[src/rtl/trig_sync_bus.sv]
module trig_sync_bus #(
  parameter int N_FE   = 4,
  parameter int TYPE_W = 3,
  parameter int EVT_W  = 4,
  parameter int DEPTH  = 2,
  parameter int DLY_W  = 6
) (
  input  logic                       clk,
  input  logic                       rst_n,
  input  logic                       trig_req,
  input  logic [TYPE_W-1:0]          trig_type,
  input  logic                       dly_en,
  input  logic [DLY_W-1:0]           dly_cycles,
  input  logic [TYPE_W-1:0]          dly_type,
  input  logic [N_FE-1:0]            fe_drop,
  input  logic                       evb_pop,
  input  logic                       err_clr,
  output logic                       bus_strobe,
  output logic [TYPE_W-1:0]          bus_type,
  output logic [EVT_W-1:0]           bus_evt,
  output logic                       busy_or,
  output logic [N_FE-1:0]            fe_busy,
  output logic                       evb_ready,
  output logic                       evb_valid,
  output logic [TYPE_W-1:0]          evb_type,
  output logic [EVT_W-1:0]           evb_lsb,
  output logic                       sync_err,
  output logic [$clog2(N_FE)-1:0]    err_idx
);
  localparam int AW = (DEPTH > 1) ? $clog2(DEPTH) : 1;
  localparam int CW = $clog2(DEPTH + 1);
  localparam int IW = $clog2(N_FE);

  logic [EVT_W-1:0] evt_cnt;
  logic             pend;
  logic [DLY_W-1:0] dcnt;

  wire can_issue = !busy_or && !bus_strobe;
  wire fire_dly  = pend && (dcnt <= DLY_W'(1)) && can_issue;
  wire fire_pr   = !pend && trig_req && can_issue;
  wire fire      = fire_dly || fire_pr;

  always_ff @(posedge clk or negedge rst_n) begin
    if (!rst_n) begin
      bus_strobe <= 1'b0;
      bus_type   <= '0;
      bus_evt    <= '0;
      evt_cnt    <= '0;
      pend       <= 1'b0;
      dcnt       <= '0;
    end else begin
      bus_strobe <= fire;
      if (fire) begin
        bus_type <= fire_dly ? dly_type : trig_type;
        bus_evt  <= evt_cnt;
        evt_cnt  <= evt_cnt + EVT_W'(1);
      end
      if (fire_pr && dly_en) begin
        pend <= 1'b1;
        dcnt <= dly_cycles;
      end else if (fire_dly) begin
        pend <= 1'b0;
      end else if (pend && dcnt > DLY_W'(1)) begin
        dcnt <= dcnt - DLY_W'(1);
      end
    end
  end

  logic [N_FE-1:0]            nonempty;
  logic [N_FE-1:0][EVT_W-1:0] head_lsb;
  logic [TYPE_W-1:0]          head_type;

  assign evb_ready = &nonempty;
  assign busy_or   = |fe_busy;
  wire   do_pop    = evb_pop && evb_ready;

  for (genvar i = 0; i < N_FE; i++) begin : g_fe
    logic [AW-1:0]    wp, rp;
    logic [CW-1:0]    cnt;
    logic [EVT_W-1:0] mem [DEPTH];
    wire wr = bus_strobe && !fe_drop[i];

    always_ff @(posedge clk or negedge rst_n) begin
      if (!rst_n) begin
        wp  <= '0;
        rp  <= '0;
        cnt <= '0;
      end else begin
        if (wr)     wp <= (wp == AW'(DEPTH-1)) ? '0 : wp + AW'(1);
        if (do_pop) rp <= (rp == AW'(DEPTH-1)) ? '0 : rp + AW'(1);
        cnt <= cnt + CW'(wr) - CW'(do_pop);
      end
    end

    always_ff @(posedge clk)
      if (wr) mem[wp] <= bus_evt;

    assign head_lsb[i] = mem[rp];
    assign nonempty[i] = cnt != '0;
    assign fe_busy[i]  = cnt == CW'(DEPTH);

    if (i == 0) begin : g_ty
      logic [TYPE_W-1:0] tmem [DEPTH];
      always_ff @(posedge clk)
        if (wr) tmem[wp] <= bus_type;
      assign head_type = tmem[rp];
    end
  end

  logic          mis_any;
  logic [IW-1:0] mis_idx;
  always_comb begin
    mis_any = 1'b0;
    mis_idx = '0;
    for (int i = N_FE - 1; i > 0; i--) begin
      if (head_lsb[i] != head_lsb[0]) begin
        mis_any = 1'b1;
        mis_idx = IW'(i);
      end
    end
  end

  always_ff @(posedge clk or negedge rst_n) begin
    if (!rst_n) begin
      evb_valid <= 1'b0;
      evb_type  <= '0;
      evb_lsb   <= '0;
      sync_err  <= 1'b0;
      err_idx   <= '0;
    end else begin
      evb_valid <= do_pop;
      if (do_pop) begin
        evb_type <= head_type;
        evb_lsb  <= head_lsb[0];
      end
      if (err_clr) begin
        sync_err <= 1'b0;
      end else if (do_pop && mis_any && !sync_err) begin
        sync_err <= 1'b1;
        err_idx  <= mis_idx;
      end
    end
  end
endmodule

[config.mk]
export PLATFORM = sky130hd
export DESIGN_NAME = trig_sync_bus
export DESIGN_NICKNAME = d
export VERILOG_FILES = /design/src/rtl/trig_sync_bus.sv
export SDC_FILE = /design/constraint.sdc
export NUM_CORES = 1
export LEC_CHECK = 0
export BUFFER_PORTS_ARGS = -buffer_cell sky130_fd_sc_hd__buf_2
export CORE_AREA = 2 2 94 73
export CTS_BUF_LIST = sky130_fd_sc_hd__clkbuf_8
export CTS_CLUSTER_SIZE = 20
export DETAILED_ROUTE_END_ITERATION = 8
export DIE_AREA = 0 0 96 75
export GPL_TIMING_DRIVEN = 0
export PLACE_DENSITY = 0.8
export SLEW_MARGIN = 15
export SYNTH_ARGS = -nofsm -noshare
export SYNTH_HDL_FRONTEND = slang
export SYNTH_SLANG_ARGS = --single-unit
[constraint.sdc]
create_clock -name clk -period 2.65 [get_ports clk]
set_input_delay 0.265 -clock clk [delete_from_list [all_inputs] [get_ports clk]]
set_output_delay 0.265 -clock clk [all_outputs]
set_load 0.005 [all_outputs]
==> results_dict.tcl, run 1 <==
set metrics [dict create \
    status "complete, no violations" \
    grt_pass1_wl_mm 10.16 \
    cts_tree "done" \
    ys_seq_area_share_pct 63.30 \
    setup-violations-final 0 \
    place_inst 394 \
    io_buffer_count 46 \
    fin_setup_tns_ps 0 \
    synth_seq_cells 84 \
    post_cts_buffers 0 \
    post_drt_wl_per_cell_um 15.05 \
    die_h_um 75 \
    end_kind "flip-flop" \
    avgSynthCellArea_um2 13.56 \
    gp_congestion 0.8177 \
    synth.top_cells.by_area "dfrtp_1 (32%), edfxtp_1 (32%), xnor2_1 (6.5%), mux2i_1 (6.1%), ha_1 (3.8%)" \
    drtPass1Iterations 4 \
    fin_ws_ps 314.8 \
    synth-edff-count 38 \
    fillers 470 \
    vias 2170 \
    ioPinCount 47 \
    layout-drive-gt1-share_pct 21.45 \
    p_total_mw 4.820 \
    clock_latency_ps 350 \
    cts-resized-gates 0 \
    cts_root_buffer "clkbuf_8" \
    worst_pin_slew_ps 660.8 \
    final-hold-violation-count 0 \
    final_nets 359 \
    power_density_nw_per_um2 1166 \
    clock.fmax_mhz 428.2 \
    period_needed_ps 2335 \
    path_clk_slew_ps 80 \
    drtIter0Drc 79 \
    cp_slowest_stage_delay_ps 570 \
    met3WireLength_um 298 \
    ir_drop_mv 0.6422 \
    rsz0062_at_grt "false" \
    core_area_um2 6225 \
    grt.total_usage_pct 19.93 \
    hp-class "primary input to flip-flop" \
    mostFrequentLayoutCells "buf_2 (47), dfrtp_1 (46), edfxtp_1 (38), xnor2_1 (27), nor2_1 (24)" \
    period_share_pct 88.12 \
    routed_via_density 5.267 \
    start_util_pct 58.17 \
    area_delta_synth_final_pct 14.13 \
    grt_pass1_vias 2100 \
    clockBufferDepth 2 \
    clock_sinks 84 \
    yosys.area.top_type_share_pct 31.79 \
    grt_remaining_overflow 0 \
    drtAntennaViolNets 0 \
    final_common_cell "buf_2" \
    slew_headroom_pct 54.68 \
    die_w_um 96 \
    cts_made_buffers 9 \
    yosysUniqueCellTypes 41 \
    synth_flop_cell "dfrtp_1" \
    critical_path_class "flip-flop to flip-flop" \
    regArea_um2 2292 \
    fp-row-count 25 \
    htree_levels 3 \
    maxUsedRoutingLayer "met4" \
    maxCapViolations 0 \
    drt-met1-wl_mm 2.791 \
    place.detailed.hpwl_mm 4.475 \
    wl_met2_mm 3.014 \
    diodes 0 \
    critical_path.cell_chain "o22ai_1, nor3_1, clkbuf_1, ha_1, inv_1, ha_1, xnor2_1, xnor2_1" \
    cp_max_fo 14 \
    finClkSkew_ps 7.317 \
    utilization_pct 66.39 \
    async_flop_share_pct 54.76 \
    dieArea_um2 7200 \
    pre_cts_ws_ps 318.3 \
    synth_top_area_cell "dfrtp_1" \
    ys_warn_count 0 \
    cp_data_arrival_time_ps 2600 \
    cp.required_ps 2920 \
    synth_nets 300 \
    slowest_stage "clkbuf_1" \
    route.detailed.drc 0 \
    report.final.slew_viol_count 0 \
    multi_input_area_um2 1230 \
    totalWireLength_mm 6.200 \
    syn_area_um2 3621 \
    hold_buffers 0 \
    final-instance-count-excl-fill 412 \
    syn-instance-count 267 \
    grt_max_degree 47 \
    leakage_nw 1.749 \
    antenna_found_initial 0 \
    crit_path_start_kind "flip-flop" \
]
## sequential cells by signal, indices dropped and copies added (netlist names)
register,count
evb_lsb,4
g_fe.g_ty.tmem,6
err_idx,2
dcnt,6
bus_type,3
bus_evt,4
bus_strobe,1
g_fe.cnt,8
g_fe.rp,4
evb_type,3
g_fe.mem,32
sync_err,1
g_fe.wp,4
pend,1
evb_valid,1
evt_cnt,4
## worst max-delay path, delay by kind of cell, from the launching register on
| family | cells | cell delay (ps) |
|---|---|---|
| fa+ha+maj | 2 | 490 |
| simple gates | 1 | 340 |
| xor+xnor | 2 | 270 |
| compound gates | 1 | 140 |
| buf+inv | 2 | 630 |
| flops | 1 | 380 |
## cells by family (layout without fill, tap and decap cells)
group           Yosys count  in the layout  share of synthesized area (%)
compound gates           31             31                          5.979
xor+xnor                 33             33                          7.982
fa+ha+maj                11             11                          3.801
buf+inv                  22             86                          2.730
flops                    84             84                          63.30
mux                      27             27                          7.636
simple gates             59             59                          8.570
## cell type report
cell class	count	share of cell area, %
sequential	84	55.46
tap	81	2.452
inverter	14	1.272
clock buffer	9	2.997
multi-input combinational	161	29.76
buffer	8	1.120
clock inverter	7	0.6358
timing repair buffer	48	6.297
## metal layers
layer,up-vias,track usage [%]
met3,9,5.906
met4,0,7.460
met5,-,0
met1,1047,25.79
met2,54,32.41
li1,1060,-
## metrics by stage
| step | hold slack [ps] | area, um2 |
|---|---|---|
| after floorplan | -30.59 | 3621 |
| after global placement | 438.5 | 3953 |
| after detailed placement | 457.7 | 3953 |
| after CTS | 74.88 | 4103 |
| after global routing | 70.08 | 4133 |
| final | 94.30 | 4133 |
## power breakdown
group	switching (mW)	internal (mW)
combinational	0.964	0.896
sequential	0.359	1.88
clock	0.405	0.317
## cells in the mapped netlist, types with 3 or more instances
| library cell | instances |
|---|---|
| ha_1 | 11 |
| edfxtp_1 | 38 |
| nor3_1 | 4 |
| buf_1 | 3 |
| inv_1 | 14 |
| a21oi_1 | 10 |
| xnor2_1 | 27 |
| a221o_1 | 3 |
| nand2b_1 | 4 |
| xor2_1 | 6 |
| nor2_1 | 24 |
| o21ai_0 | 6 |
| nand4_1 | 4 |
| mux2_2 | 5 |
| mux2i_1 | 22 |
| nand2_1 | 11 |
| dfrtp_1 | 46 |
| nor2b_1 | 3 |
## final timing paths
path	start	slack (ps)	to	depth (start not counted)
max	g_fe[2].cnt[1]	310	g_fe[1].cnt[1]	8
min	err_clr	90	sync_err	2
max reg2reg	g_fe[2].cnt[1]	310	g_fe[1].cnt[1]	8
min reg2reg	evt_cnt[3]	470	evt_cnt[3]	1
max in group asynchronous	rst_n	1800	bus_evt[1]	3
min in group asynchronous	rst_n	350	evb_lsb[1]	2
Note: power is estimated with default switching activity, not from simulation.
==> run 2: changes to the inputs <==
CORE_AREA = 2 2 130 101   (was 2 2 94 73)
DIE_AREA = 0 0 132 103   (was 0 0 96 75)
PLACE_DENSITY = 0.46   (was 0.8)
==> results_dict.tcl, run 2 (synthesis gave the netlist of run 1 again) <==
set metrics [dict create \
    cp.required_ps 2890 \
    worst_pin_slew_ps 736.1 \
    vias 2133 \
    drtIter0Drc 82 \
    drtAntennaViolNets 0 \
    final_nets 358 \
    grt_remaining_overflow 0 \
    clock.fmax_mhz 462.4 \
    fin_setup_tns_ps 0 \
    finClkSkew_ps 9.621 \
    diodes 0 \
    cts_root_buffer "clkbuf_8" \
    antenna_found_initial 0 \
    cp_max_fo 10 \
    period_share_pct 81.60 \
    layout-drive-gt1-share_pct 23.03 \
    slew_headroom_pct 49.52 \
    drtPass1Iterations 4 \
    dieArea_um2 13600 \
    mostFrequentLayoutCells "buf_2 (46), dfrtp_1 (46), edfxtp_1 (38), xnor2_1 (27), nor2_1 (24)" \
    end_kind "flip-flop" \
    largest_register "g_fe.mem" \
    grt_max_degree 47 \
    clock_sinks 84 \
    area_delta_synth_final_pct 19.04 \
    worst-r2r-cell-count 6 \
    clock_latency_ps 360 \
    gp_congestion 0.7114 \
    cts_made_buffers 9 \
    fin_ws_ps 487.5 \
    core_area_um2 12480 \
    period_needed_ps 2162 \
    rsz0062_at_grt "false" \
    cts_tree "done" \
    totalWireLength_mm 6.908 \
    post_drt_wl_per_cell_um 13.79 \
    grt.total_usage_pct 11.34 \
    grt_pass1_vias 2160 \
    io_buffer_count 46 \
    min_path_cells 2 \
    cp_data_arrival_time_ps 2400 \
    ir_drop_mv 0.4021 \
    fp-row-count 36 \
    maxCapViolations 0 \
    status "complete, no violations" \
    report.final.slew_viol_count 0 \
    top_regs "g_fe.mem: 32 flops, g_fe.cnt: 8 flops" \
    pre_cts_ws_ps 257.9 \
    largest_register_ffs 32 \
    die_h_um 103 \
    place.detailed.hpwl_mm 4.844 \
    htree_levels 3 \
    crit_path_start_kind "flip-flop" \
    routed_via_density 4.257 \
    start_util_pct 29.02 \
    leakage_nw 1.782 \
    die_w_um 132 \
    hp-class "primary input to flip-flop" \
    post_cts_buffers 0 \
    route.detailed.drc 0 \
    path_clk_slew_ps 80 \
    power_density_nw_per_um2 1198 \
    clockBufferDepth 2 \
    critical_path_class "flip-flop to flip-flop" \
    ioPinCount 47 \
    setup-violations-final 0 \
    final-hold-violation-count 0 \
    grt_pass1_wl_mm 11.57 \
]
-- run 2: final timing paths --
path	start	end	slack (ps)
max in group asynchronous	rst_n	evt_cnt[0]	1770
worst min register to register	evt_cnt[3]	evt_cnt[3]	470
min in group asynchronous	rst_n	g_fe[3].cnt[1]	460
worst max register to register	g_fe[1].cnt[1]	dcnt[1]	490
worst min-delay path	err_clr	sync_err	80
worst max-delay path	g_fe[1].cnt[1]	dcnt[1]	490
-- run 2: through the flow --
| step | instances | hold slack [ps] | cell area [um2] | total power [mW] | util (%) |
|---|---|---|---|---|---|
| final | 501 | 78.48 | 4310 | 5.164 | 34.55 |
| after global placement | 484 | 442.0 | 4065 | 4.126 | 32.58 |
| after CTS | 500 | 54.39 | 4297 | 5.256 | 34.44 |
| after floorplan | 267 | -30.59 | 3621 | 3.547 | - |
| after detailed placement | 484 | 444.0 | 4065 | 4.175 | 32.58 |
| after global routing | 501 | 56.57 | 4310 | 5.600 | 34.55 |
-- run 2: routing by layer --
layer | track usage (%) | wire length [um] | part of all wire [%]
met5 | 0 | 0 | 0
met4 | 3.010 | 76 | 1.1
met3 | 4.572 | 341 | 4.9
met2 | 18.11 | 3037 | 44
met1 | 14.44 | 3453 | 50
-- run 2: worst max-delay path, stage by stage, from the launching register on --
cell     delay (ps)
dfrtp_1         420
nor2b_1         160
or4_4           600
nor4_4          330
buf_6           190
nor2_1           50
a221o_1         300
-- run 2: power by group --
| group | internal, mW | switching [mW] | leakage, nW | total, mW |
|---|---|---|---|---|
| logic | 0.892 | 0.962 | 0.773 | 1.85 |
| clock network | 0.616 | 0.444 | 0.122 | 1.06 |
| registers | 1.88 | 0.373 | 0.887 | 2.25 |
-- run 2: area by class of cell --
cell class,instances,area [um2]
timing repair buffer,47,242.7
multi-input combinational,161,1230
sequential,84,2292
clock buffer,9,123.9
clock inverter,7,107.6
tap,171,214.0
buffer,8,47.55
inverter,14,52.55
fill,1284,8167
-- run 2: repair_timing --
action	CTS	global route
hold buffers	0	1
endpoints found under the setup margin	0	1
hold endpoints to repair	0	46
resized for setup	0	2
==> run 3: changes to the inputs <==
PLACE_DENSITY = 0.48   (was 0.46)
clock period = 1.8 ns   (was 2.65 ns; I/O delays follow)
==> results_dict.tcl, run 3 (synthesis gave the netlist of run 1 again) <==
set metrics [dict create \
    status "finished, violations left" \
    violations "negative setup slack" \
    largest_register "g_fe.mem" \
    antenna_found_initial 0 \
    r2r-end "bus_evt[3]" \
    grt_max_degree 47 \
    place_inst 484 \
    diodes 0 \
    die_h_um 103 \
    crit_path_start "g_fe[1].cnt[1]" \
    cp.depth 6 \
    mostFrequentLayoutCells "buf_2 (45), dfrtp_1 (44), edfxtp_1 (38), xnor2_1 (21), nor2_1 (20)" \
    final_cell_area_um2 4772 \
    setup-violations-final 24 \
    ir_drop_mv 0.5886 \
    fp-row-count 36 \
    grt_pass1_vias 2259 \
    path_clk_slew_ps 80 \
    clock_latency_ps 350 \
    clock.fmax_mhz 475.0 \
    final_common_cell "buf_2" \
    dieArea_um2 13600 \
    drtPass1Iterations 4 \
    regArea_um2 2295 \
    grt.total_usage_pct 11.60 \
    top_regs "g_fe.mem: 32 flops, g_fe.cnt: 8 flops" \
    post_drt_wl_per_cell_um 13.77 \
    drt-met1-wl_mm 3.598 \
    crit_path_start_kind "flip-flop" \
    cp_slowest_stage_delay_ps 600 \
    crit_family "simple AND/OR/NAND/NOR gates" \
    layout-drive-gt1-share_pct 37.36 \
    finClkSkew_ps 9.025 \
    slew_headroom_pct 58.84 \
    maxUsedRoutingLayer "met4" \
    maxCapViolations 0 \
    worst_pin_slew_ps 617.4 \
    critical_path_class "flip-flop to flip-flop" \
    utilization_pct 38.25 \
    leakage_nw 2.011 \
    totalWireLength_mm 7.256 \
    hp-class "primary input to flip-flop" \
    slowest_stage "or4_4" \
    largest_register_ffs 32 \
    core_area_um2 12480 \
    wl_met2_mm 3.293 \
    worst-r2r-cell-count 6 \
    grt_remaining_overflow 0 \
    power_density_nw_per_um2 1753 \
    ioPinCount 47 \
    htree_levels 3 \
    cp.required_ps 2030 \
    drtAntennaViolNets 0 \
    drtIter0Drc 119 \
    place.detailed.hpwl_mm 4.910 \
    cts_root_buffer "clkbuf_8" \
    worstSetupEndpoint "bus_evt[3]" \
    met3WireLength_um 262 \
    gp_congestion 0.7277 \
    dpl_cell_area_um2 4084 \
    vias 2226 \
    regToRegSetupSlack_ps -310 \
    critical_path.cell_chain "nor2b_4, or4_4, buf_12, a211oi_4, buf_4, mux2_4" \
    clock_sinks 84 \
    fillers 1247 \
    grt_pass1_wl_mm 11.85 \
    die_w_um 132 \
    cp_max_fo 4 \
    area_delta_synth_final_pct 31.79 \
    clockBufferDepth 2 \
    io_buffer_count 46 \
    period_needed_ps 2105 \
    period_share_pct 117.0 \
    report.final.slew_viol_count 0 \
    end_kind "flip-flop" \
    fin_setup_tns_ps -4227 \
    cp_data_arrival_time_ps 2340 \
    crit_buf_inv 2 \
    multi_input_area_um2 1434 \
    fin_ws_ps -305.2 \
    final_nets 384 \
    rsz0062_at_grt "true" \
    cts_tree "done" \
    worstReg2RegStart "g_fe[1].cnt[1]" \
    routed_via_density 4.224 \
    start_util_pct 29.02 \
    route.detailed.drc 0 \
    final-instance-count-excl-fill 527 \
    cts_made_buffers 9 \
    final-hold-violation-count 0 \
]
==> run 3: metal layers <==
metal	vias up	track usage (%)
met2	36	18.43
met1	1076	15.22
met5	-	0
li1	1104	-
met3	10	3.589
met4	0	4.013
==> run 3: worst min-delay path by stage <==
stage / start / endpoint / slack (ps) / depth (start not counted)
floorplan: rst_n / bus_evt[0] / -120 / 0
global placement: err_clr / sync_err / 360 / 2
detailed placement: err_clr / sync_err / 370 / 2
CTS: dly_cycles[0] / dcnt[0] / 10 / 3
global route: dly_cycles[0] / dcnt[0] / 20 / 3
finish: dly_cycles[0] / dcnt[0] / 40 / 3
==> run 3: layout make-up <==
type,instances,share of cell area [%]
plain buffers,5,1.232
clock buffers,10,2.884
clock inverters,6,1.049
inverters,14,1.101
multi-input cells,161,30.05
flip-flops and latches,84,48.09
well taps,171,4.483
repair buffers,76,11.12
==> run 3: worst register-to-register path, stage by stage (launching register included) <==
cell and delay [ps]:
dfrtp_1 390, nor2b_4 130, or4_4 600, buf_12 160
a211oi_4 240, buf_4 190, mux2_4 290
==> run 3: per-stage QoR <==
step	worst slack, ps	hold slack (ps)	power (mW)
2_1_floorplan	-200.0	-115.6	5.279
3_3_place_gp	-376.6	357.1	6.114
3_5_place_dp	-381.1	370.8	6.211
4_1_cts	-311.1	13.68	8.113
5_1_grt	-375.8	16.73	9.018
6_report	-305.2	36.92	8.364
==> run 3: power breakdown <==
group | leakage, nW | internal [mW] | switching [mW]
Combinational | 1.01 | 2.02 | 1.62
Clock | 0.111 | 0.658 | 0.623
Sequential | 0.884 | 2.77 | 0.670
Total | 2.01 | 5.45 | 2.91
==> run 3: repair_timing <==
| item | 4_1_cts | 5_1_grt |
|---|---|---|
| gates resized for setup | 30 | 33 |
| hold endpoints to repair | 1 | 46 |
| buffers inserted | 22 | 8 |
| pin swaps | 11 | 17 |
| hold buffers | 1 | 1 |
| gates cloned | 0 | 0 |
| setup endpoints to repair | 47 | 40 |
